--- config.mk ---
export PLATFORM = sky130hd
export DESIGN_NAME = usb_ctrl_rd_ep
export DESIGN_NICKNAME = d
export VERILOG_FILES = /design/src/rtl/usb_ctrl_rd_ep.sv
export SDC_FILE = /design/constraint.sdc
export NUM_CORES = 1
export LEC_CHECK = 0
export CAP_MARGIN = 30
export CORE_ASPECT_RATIO = 0.9
export CORE_UTILIZATION = 45
export CTS_CLUSTER_DIAMETER = 50
export DETAILED_ROUTE_END_ITERATION = 8
export GPL_ROUTABILITY_DRIVEN = 0
export PLACE_DENSITY = 0.77
export SLEW_MARGIN = 20
export SYNTH_ARGS = -nofsm -noshare
export SYNTH_HDL_FRONTEND = slang
export SYNTH_SLANG_ARGS = --single-unit
--- constraint.sdc ---
create_clock -name clk -period 1.88 [get_ports clk]
set_clock_uncertainty 0.2 [all_clocks]
set_input_delay 0.282 -clock clk [delete_from_list [all_inputs] [get_ports clk]]
set_output_delay 0.282 -clock clk [all_outputs]
set_load 0.1 [all_outputs]
--- src/rtl/usb_ctrl_rd_ep.sv ---
module usb_ctrl_rd_ep #(
  parameter int DEPTH = 64
) (
  input  logic                         clk,
  input  logic                         rst_n,
  input  logic                         tok_setup,
  input  logic                         tok_in,
  input  logic                         tok_out,
  input  logic                         tok_zlp,
  input  logic                         cpu_push,
  input  logic                         host_byte,
  input  logic                         flag_wr,
  input  logic [2:0]                   flag_wdata,
  output logic                         flag_setup,
  output logic                         flag_out,
  output logic                         flag_txrdy,
  output logic                         hs_valid,
  output logic                         hs_ack,
  output logic [1:0]                   stage,
  output logic [$clog2(DEPTH+1)-1:0]   byte_cnt
);
  localparam int CW = $clog2(DEPTH+1);
  localparam logic [CW-1:0] CMAX = CW'(DEPTH);
  localparam logic [1:0] ST_IDLE = 2'd0, ST_DATA = 2'd1, ST_STAT = 2'd2;

  logic          full, full_n;
  logic          s_n, o_n, t_n, hv_n, ha_n;
  logic [1:0]    st_n;
  logic [CW-1:0] cnt_n;

  wire clr_s   = flag_wr & ~flag_wdata[0];
  wire clr_o   = flag_wr & ~flag_wdata[1];
  wire clr_t   = flag_wr & ~flag_wdata[2];
  wire in_data = stage == ST_DATA;
  wire in_stat = stage == ST_STAT;
  wire room    = byte_cnt < CMAX;

  always_comb begin
    s_n   = flag_setup & ~clr_s;
    o_n   = flag_out & ~clr_o;
    t_n   = flag_txrdy;
    full_n = full;
    st_n  = stage;
    cnt_n = byte_cnt;
    hv_n  = 1'b0;
    ha_n  = 1'b0;

    if (clr_t && in_data && flag_txrdy) begin
      t_n    = 1'b0;
      full_n = 1'b1;
    end
    if (cpu_push && in_data && !full && room)
      cnt_n = byte_cnt + CW'(1);
    if (host_byte && in_stat && room)
      cnt_n = byte_cnt + CW'(1);

    if (tok_setup) begin
      hv_n   = 1'b1;
      ha_n   = 1'b1;
      s_n    = 1'b1;
      o_n    = 1'b0;
      t_n    = 1'b1;
      full_n = 1'b0;
      cnt_n  = '0;
      st_n   = ST_DATA;
    end else if (tok_in) begin
      hv_n = 1'b1;
      if (in_data && !flag_setup && full) begin
        ha_n   = 1'b1;
        full_n = 1'b0;
        cnt_n  = '0;
        t_n    = 1'b1;
      end
    end else if (tok_out) begin
      hv_n = 1'b1;
      if (in_data) begin
        st_n   = ST_STAT;
        cnt_n  = '0;
        full_n = 1'b0;
        t_n    = flag_txrdy;
      end else if (in_stat) begin
        ha_n = 1'b1;
        o_n  = 1'b1;
        t_n  = 1'b1;
        st_n = ST_IDLE;
        if (tok_zlp) cnt_n = '0;
      end
    end
  end

  always_ff @(posedge clk) begin
    if (!rst_n) begin
      flag_setup <= 1'b0;
      flag_out   <= 1'b0;
      flag_txrdy <= 1'b0;
      full       <= 1'b0;
      stage      <= ST_IDLE;
      byte_cnt   <= '0;
      hs_valid   <= 1'b0;
      hs_ack     <= 1'b0;
    end else begin
      flag_setup <= s_n;
      flag_out   <= o_n;
      flag_txrdy <= t_n;
      full       <= full_n;
      stage      <= st_n;
      byte_cnt   <= cnt_n;
      hs_valid   <= hv_n;
      hs_ack     <= ha_n;
    end
  end
endmodule

==> results of run 1 <==
## power by group through the flow
| stage | registers (mW) | logic, mW | clock network [mW] |
|---|---|---|---|
| 4_1_cts | 0.336 | 0.179 | 0.191 |
| 6_report | 0.336 | 0.183 | 0.187 |
| 5_1_grt | 0.338 | 0.192 | 0.207 |
| 3_5_place_dp | 0.344 | 0.178 | 0 |
| 2_1_floorplan | 0.397 | 0.0433 | 0 |
| 3_3_place_gp | 0.344 | 0.176 | 0 |
## flip-flops by register name, indices dropped and copies added (netlist names)
| signal | flops |
|---|---|
| byte_cnt | 7 |
| stage | 2 |
| flag_out | 1 |
| flag_setup | 1 |
| flag_txrdy | 1 |
| full | 1 |
| hs_ack | 1 |
| hs_valid | 1 |
## worst max-delay path by stage
stage                        endpoint  slack (ns)
6_report       byte_cnt[5]$_SDFF_PP0_        0.10
3_3_place_gp   byte_cnt[5]$_SDFF_PP0_        0.07
2_1_floorplan  byte_cnt[4]$_SDFF_PP0_       0.008
4_1_cts        byte_cnt[5]$_SDFF_PP0_        0.02
5_1_grt        byte_cnt[5]$_SDFF_PP0_        0.03
3_5_place_dp   byte_cnt[6]$_SDFF_PP0_        0.05
## layout make-up
class | count | area share (%)
multi-input combinational | 69 | 37.56
timing repair buffer | 31 | 32.43
sequential | 15 | 23.30
inverter | 9 | 2.516
tap | 24 | 2.237
clock buffer | 4 | 1.957
## worst min-delay path: cells and delay by family (launching register included)
family,cells,cell delay [ns]
flip-flops,1,0.36
AO/OA/AOI/OAI,1,0.06
AND/OR/NAND/NOR,1,0.07
## kinds of logic after synthesis
family          count (synthesis)  synth area share [%]
compound gates                 34                 28.13
simple gates                   29                 21.36
flops                          15                 35.35
buf+inv                        14                 7.217
mux                             3                 3.535
fa+ha+maj                       3                 4.419
## repair_timing
action	in CTS	in global routing
resized for setup	0	1
endpoints found under the hold margin	0	0
endpoints found under the setup margin	0	3
## cell usage in the layout (no fill, tap or decap), drive strengths merged, types with 2 or more instances in the layout
| cell | count |
|---|---|
| buf | 20 |
| dfxtp | 15 |
| clkdlybuf4s50 | 11 |
| a21oi | 10 |
| inv | 9 |
| o2111ai | 7 |
| nand2 | 6 |
| o21ai | 5 |
| nand3 | 5 |
| nand3b | 5 |
| clkbuf | 4 |
| a21boi | 3 |
| mux2i | 3 |
| ha | 3 |
| and3b | 2 |
| nor3 | 2 |
| nor2b | 2 |
| nor2 | 2 |
| a211oi | 2 |
## through the flow
step / instances / hold WS (ns) / util [%] / worst slack, ns
after floorplan: 98 / 0.1999 / - / 0.008129
after global placement: 148 / 0.3000 / 75.73 / 0.06940
after detailed placement: 148 / 0.3115 / 75.73 / 0.04886
after CTS: 152 / 0.3273 / 77.26 / 0.02169
after global routing: 152 / 0.3723 / 78.21 / 0.03012
final: 152 / 0.3295 / 78.21 / 0.1002
## routing by layer
layer	vias to the layer above	wire length, microns
li1	426	-
met5	-	0
met4	0	68
met2	50	1053
met1	415	996
met3	9	146
==> results.txt, run 1 <==
CP arrival: 1.79 ns
Max transition margin: 75.83%
# port buffers: 25
CTS Sinks: 15
Via count: 900
Switch Pwr: 0.2220 mW
Share of cells above drive strength 1: 28.91%
Delay-heaviest family, CP: flip-flops
Largest net degree at the start of global routing: 11
Period utilization: 94.67%
Fin. Hold Viols: 0
Die X: 47.80 microns
Final Setup Violations: 0
CTS root buf: clkbuf_4
Post-synth EDFFs: 0
Share of power burned in registers: 47.6%
Initial DRC count: 25
Synth area leaders: dfxtp_1 35%, o2111ai_1 7.2%, a21oi_1 5.3%
Register area share after synthesis: 35.35%
Rows: 14
Final routed DRC violation total: 0
Worst hold start: byte_cnt[1]$_SDFF_PP0_
Critical path's slowest cell: dfxtp_2
Reg-to-reg critical path startpoint: stage[0]$_SDFFE_PN0P_
Vias in the first global route: 858
Syn Area/Cell: 8.669 sq um
Flops & latches, synth: 15
RSZ-0062 raised after global routing: false
Slowest stage delay, CP: 0.36 ns
Comb pwr share: 25.9%
HP Class: reg2reg
Multi-input logic area: 504.2 sq um
Die Y-Extent: 43.22 microns
Post-Route Setup TNS: 0 ns
Net Sw Frac: 31.43%
Post-synth top area share: 35.35%
First-pass GRT wire length: 3.615 mm
Met2 Use GR: 35.68%
Min cycle time layout: 1.780 ns
Critical path endpoint category: flop
Fillers: 135
R2r setup slk: 0.10 ns
Outcome: finished clean
Final net count: 144
Clock buffer depth: 2
Mapped Cells: 98
Met3 Resource Use GR: 5.106%
Startpoint Class: flop
Crit path buf inv count: 1
WHS Endpoint: byte_cnt[1]$_SDFF_PP0_
Pre-antenna DRT Iters: 4
Ys async rst share: 0%
Most frequent cell after synthesis: dfxtp_1
Synth warn: 0
Synthesized area: 849.6 sq um
Tot Pwr: 0.7061 mW
Routed WL: 2.263 mm
Worst Reg2Reg Path Length in Cells: 5
Busiest grt layer: met2
DIE AREA: 0.002066 sq mm
Worst R2R End: byte_cnt[5]$_SDFF_PP0_
Max-cap check violation count: 0
Hold Buf Count CTS: 0
Primary FF master, synth: dfxtp_1
Peak supply drop: 0.0003977 V
Synth area leader: dfxtp_1
Synth unique cells: 33
Fin. max-slew vios: 0
ANT cells: 0
Cell depth of the worst setup path: 5
Area growth from synthesis to layout: 58.03%
CTS H-tree depth: 1
Crit path kind: reg2reg
CP required: 1.89 ns
Top cells by count, synth: 15 x dfxtp_1, 9 x a21oi_1, 9 x inv_1, 7 x o2111ai_1, 6 x nand2_1
Register area: 312.8 sq um
HPWL Detailed: 1.702 mm
Reg clk slew, reported paths: 0.09 ns
WL/cell: 14.89 microns
Final Instance Area: 0.001343 sq mm
Io pins: 26
Initial antenna violation count: 0
Worst-Skew Late Latency: 0.29 ns
Gr usage total: 24.94%
CP Launch Point: stage[0]$_SDFFE_PN0P_
Pleak: 0.4705 nW
Crit-path cells: inv_1 > ha_1 > nand3b_2 > a211oi_2 > mux2i_1
Core ar.: 0.001717 sq mm
Worst-Margin Slew: 0.3618 ns
Clk pwr share: 26.5%
CP max FO: 7
Met1 GRT Util: 34.47%
# Post-CTS Setup Buffers: 0
Hold path cells: 2
TritonCTS clock tree: yes
Total grt overflow: 0
Fmax: 561.9 MHz
Vias per Instance: 5.921
Initial core utilization: 49.49%
Syn_nets: 113
Cell area power density: 526.0 mW/mm^2
Int Pwr: 0.4842 mW
Antenna Nets Post-Route: 0
Num CTS Buffers: 3
Area of placed instances: 0.001300 sq mm
No activity file was read; power rests on OpenSTA's default activity.
==> inputs of run 2 (changes only) <==
- GPL_ROUTABILITY_DRIVEN: 0 -> not set
==> results of run 2 <==
Same layout as run 1: the final DEF is identical, and so are final timing and power.
==> inputs of run 3 (changes only) <==
--- a/constraint.sdc
+++ b/constraint.sdc
@@ -4,2 +4,2 @@
 set_output_delay 0.282 -clock clk [all_outputs]
-set_load 0.1 [all_outputs]
+set_load 0.005 [all_outputs]
==> run 3 against run 2 <==
  * Utilization down 9.9 points
  * Critical path type is now reg2out
  * Highest routed layer unchanged
  * Sequential share of layout area up 2.3 points
  * Register-to-register slack better by 0.06 ns
  * Hold slack worse by 0.022 ns
  * Clock power about the same
==> results.txt, run 3 (synthesis gave the netlist of run 1 again) <==
Delay-heaviest family, CP: buffers and inverters
Top reg by flops: byte_cnt
RSZ-0062 raised after global routing: false
Total grt overflow: 0
Final routed DRC violation total: 0
Fin. max-slew vios: 0
Pre-CTS WS: 0.01648 ns
CP required: 1.40 ns
Die X: 47.80 microns
Post-Route Setup TNS: 0 ns
Worst-Margin Slew: 0.3622 ns
Area of placed instances: 0.001140 sq mm
Startpoint Class: flop
Die Y-Extent: 43.22 microns
First-pass GRT wire length: 3.298 mm
Critical path's slowest cell: clkdlybuf4s50_1
Share of cells above drive strength 1: 11.81%
Final net count: 143
R2r setup slk: 0.16 ns
Initial core utilization: 49.49%
HP Class: reg2reg
Crit path kind: reg2out
Vias in the first global route: 782
Largest net degree at the start of global routing: 11
# port buffers: 25
Critical path endpoint category: primary output
Largest regs: byte_cnt x7, stage x2
Period utilization: 92.79%
Pre-antenna DRT Iters: 4
TritonCTS clock tree: yes
Commonest non-fill, non-tap cell in the layout: clkdlybuf4s50_1
Io pins: 26
Crit path buf inv count: 1
Initial DRC count: 22
CP arrival: 1.26 ns
Initial antenna violation count: 0
Fmax: 573.3 MHz
Antenna Nets Post-Route: 0
CTS root buf: clkbuf_4
Max-cap check violation count: 0
Vias per Instance: 5.728
Worst-Skew Late Latency: 0.28 ns
CP max FO: 7
Min cycle time layout: 1.744 ns
HPWL Detailed: 1.631 mm
CTS Sinks: 15
Num CTS Buffers: 3
Core ar.: 0.001717 sq mm
Peak supply drop: 0.0004767 V
Crit-path cells: clkdlybuf4s50_1
Reg clk slew, reported paths: 0.10 ns
Routability Congestion: 0.7615
Outcome: finished clean
Pleak: 0.3962 nW
Final Setup Violations: 0
Fin. Hold Viols: 0
Via count: 865
Slowest stage delay, CP: 0.54 ns
WHS: 0.3079 ns
Gr usage total: 22.62%
Cell area power density: 532.1 mW/mm^2
ANT cells: 0
Final Instance Area: 0.001172 sq mm
CTS H-tree depth: 1
Rows: 14
Max FFs per register: 7
Most frequent cells in the layout: 25 x clkdlybuf4s50_1, 15 x dfxtp_1, 9 x inv_1, 9 x a21oi_1, 7 x o2111ai_1
PnR worst setup slack: 0.1356 ns
Hold Buf Count CTS: 0
Max transition margin: 75.80%
Clock buffer depth: 2
DIE AREA: 0.002066 sq mm
WL/cell: 13.66 microns
Area growth from synthesis to layout: 38.00%
Routed WL: 2.062 mm
==> run 3: final timing paths <==
path                                              from                endpoint  cells past startpoint
worst min register to register     flag_out$_SDFF_PP0_     flag_out$_SDFF_PP0_                      2
worst min-delay path               flag_out$_SDFF_PP0_     flag_out$_SDFF_PP0_                      2
worst max-delay path            byte_cnt[2]$_SDFF_PP0_             byte_cnt[2]                      1
worst max register to register   stage[0]$_SDFFE_PN0P_  byte_cnt[5]$_SDFF_PP0_                      4
==> run 3: stage by stage <==
step	instances	total power, mW	util (%)
floorplan	98	0.3825	-
global placement	147	0.4384	66.40
detailed placement	147	0.4412	66.40
CTS	151	0.6228	68.00
global route	151	0.6522	68.29
finish	151	0.6238	68.29
==> run 3: metal layers <==
layer	vias up	routed length [microns]	global-route usage, %
li1	427	-	-
met1	402	882	27.42
met2	32	1044	38.38
met3	4	110	5.106
met4	0	25	6.667
met5	-	0	0
==> run 3: timing repair <==
| action | CTS | global route |
|---|---|---|
| setup buffers | 0 | 0 |
| hold endpoints to repair | 0 | 0 |
| resized for setup | 0 | 1 |
| setup endpoints to repair | 0 | 1 |
==> run 3: where the power goes <==
| part | total (mW) | switching, mW | internal, mW | leakage [nW] |
|---|---|---|---|---|
| Combinational | 0.103 | 0.0446 | 0.0580 | 0.256 |
| Clock | 0.189 | 0.110 | 0.0790 | 0.0177 |
| Sequential | 0.333 | 0.00671 | 0.326 | 0.122 |
| Total | 0.624 | 0.161 | 0.463 | 0.396 |
==> run 3: area by class of cell <==
type / instances / area, sq um
tap: 24 / 30.03
clock inverter: 1 / 5.005
fill: 157 / 544.3
multi-input combinational: 69 / 493.0
clock buffer: 3 / 22.52
inverter: 9 / 33.78
sequential: 15 / 300.3
timing repair buffer: 30 / 287.8
==> run 3: worst reg2reg max path: stages (launching register included) <==
cell and delay (ns):
dfxtp_1 0.39, ha_1 0.32, nand4bb_2 0.25, a211oi_2 0.30, mux2i_1 0.20
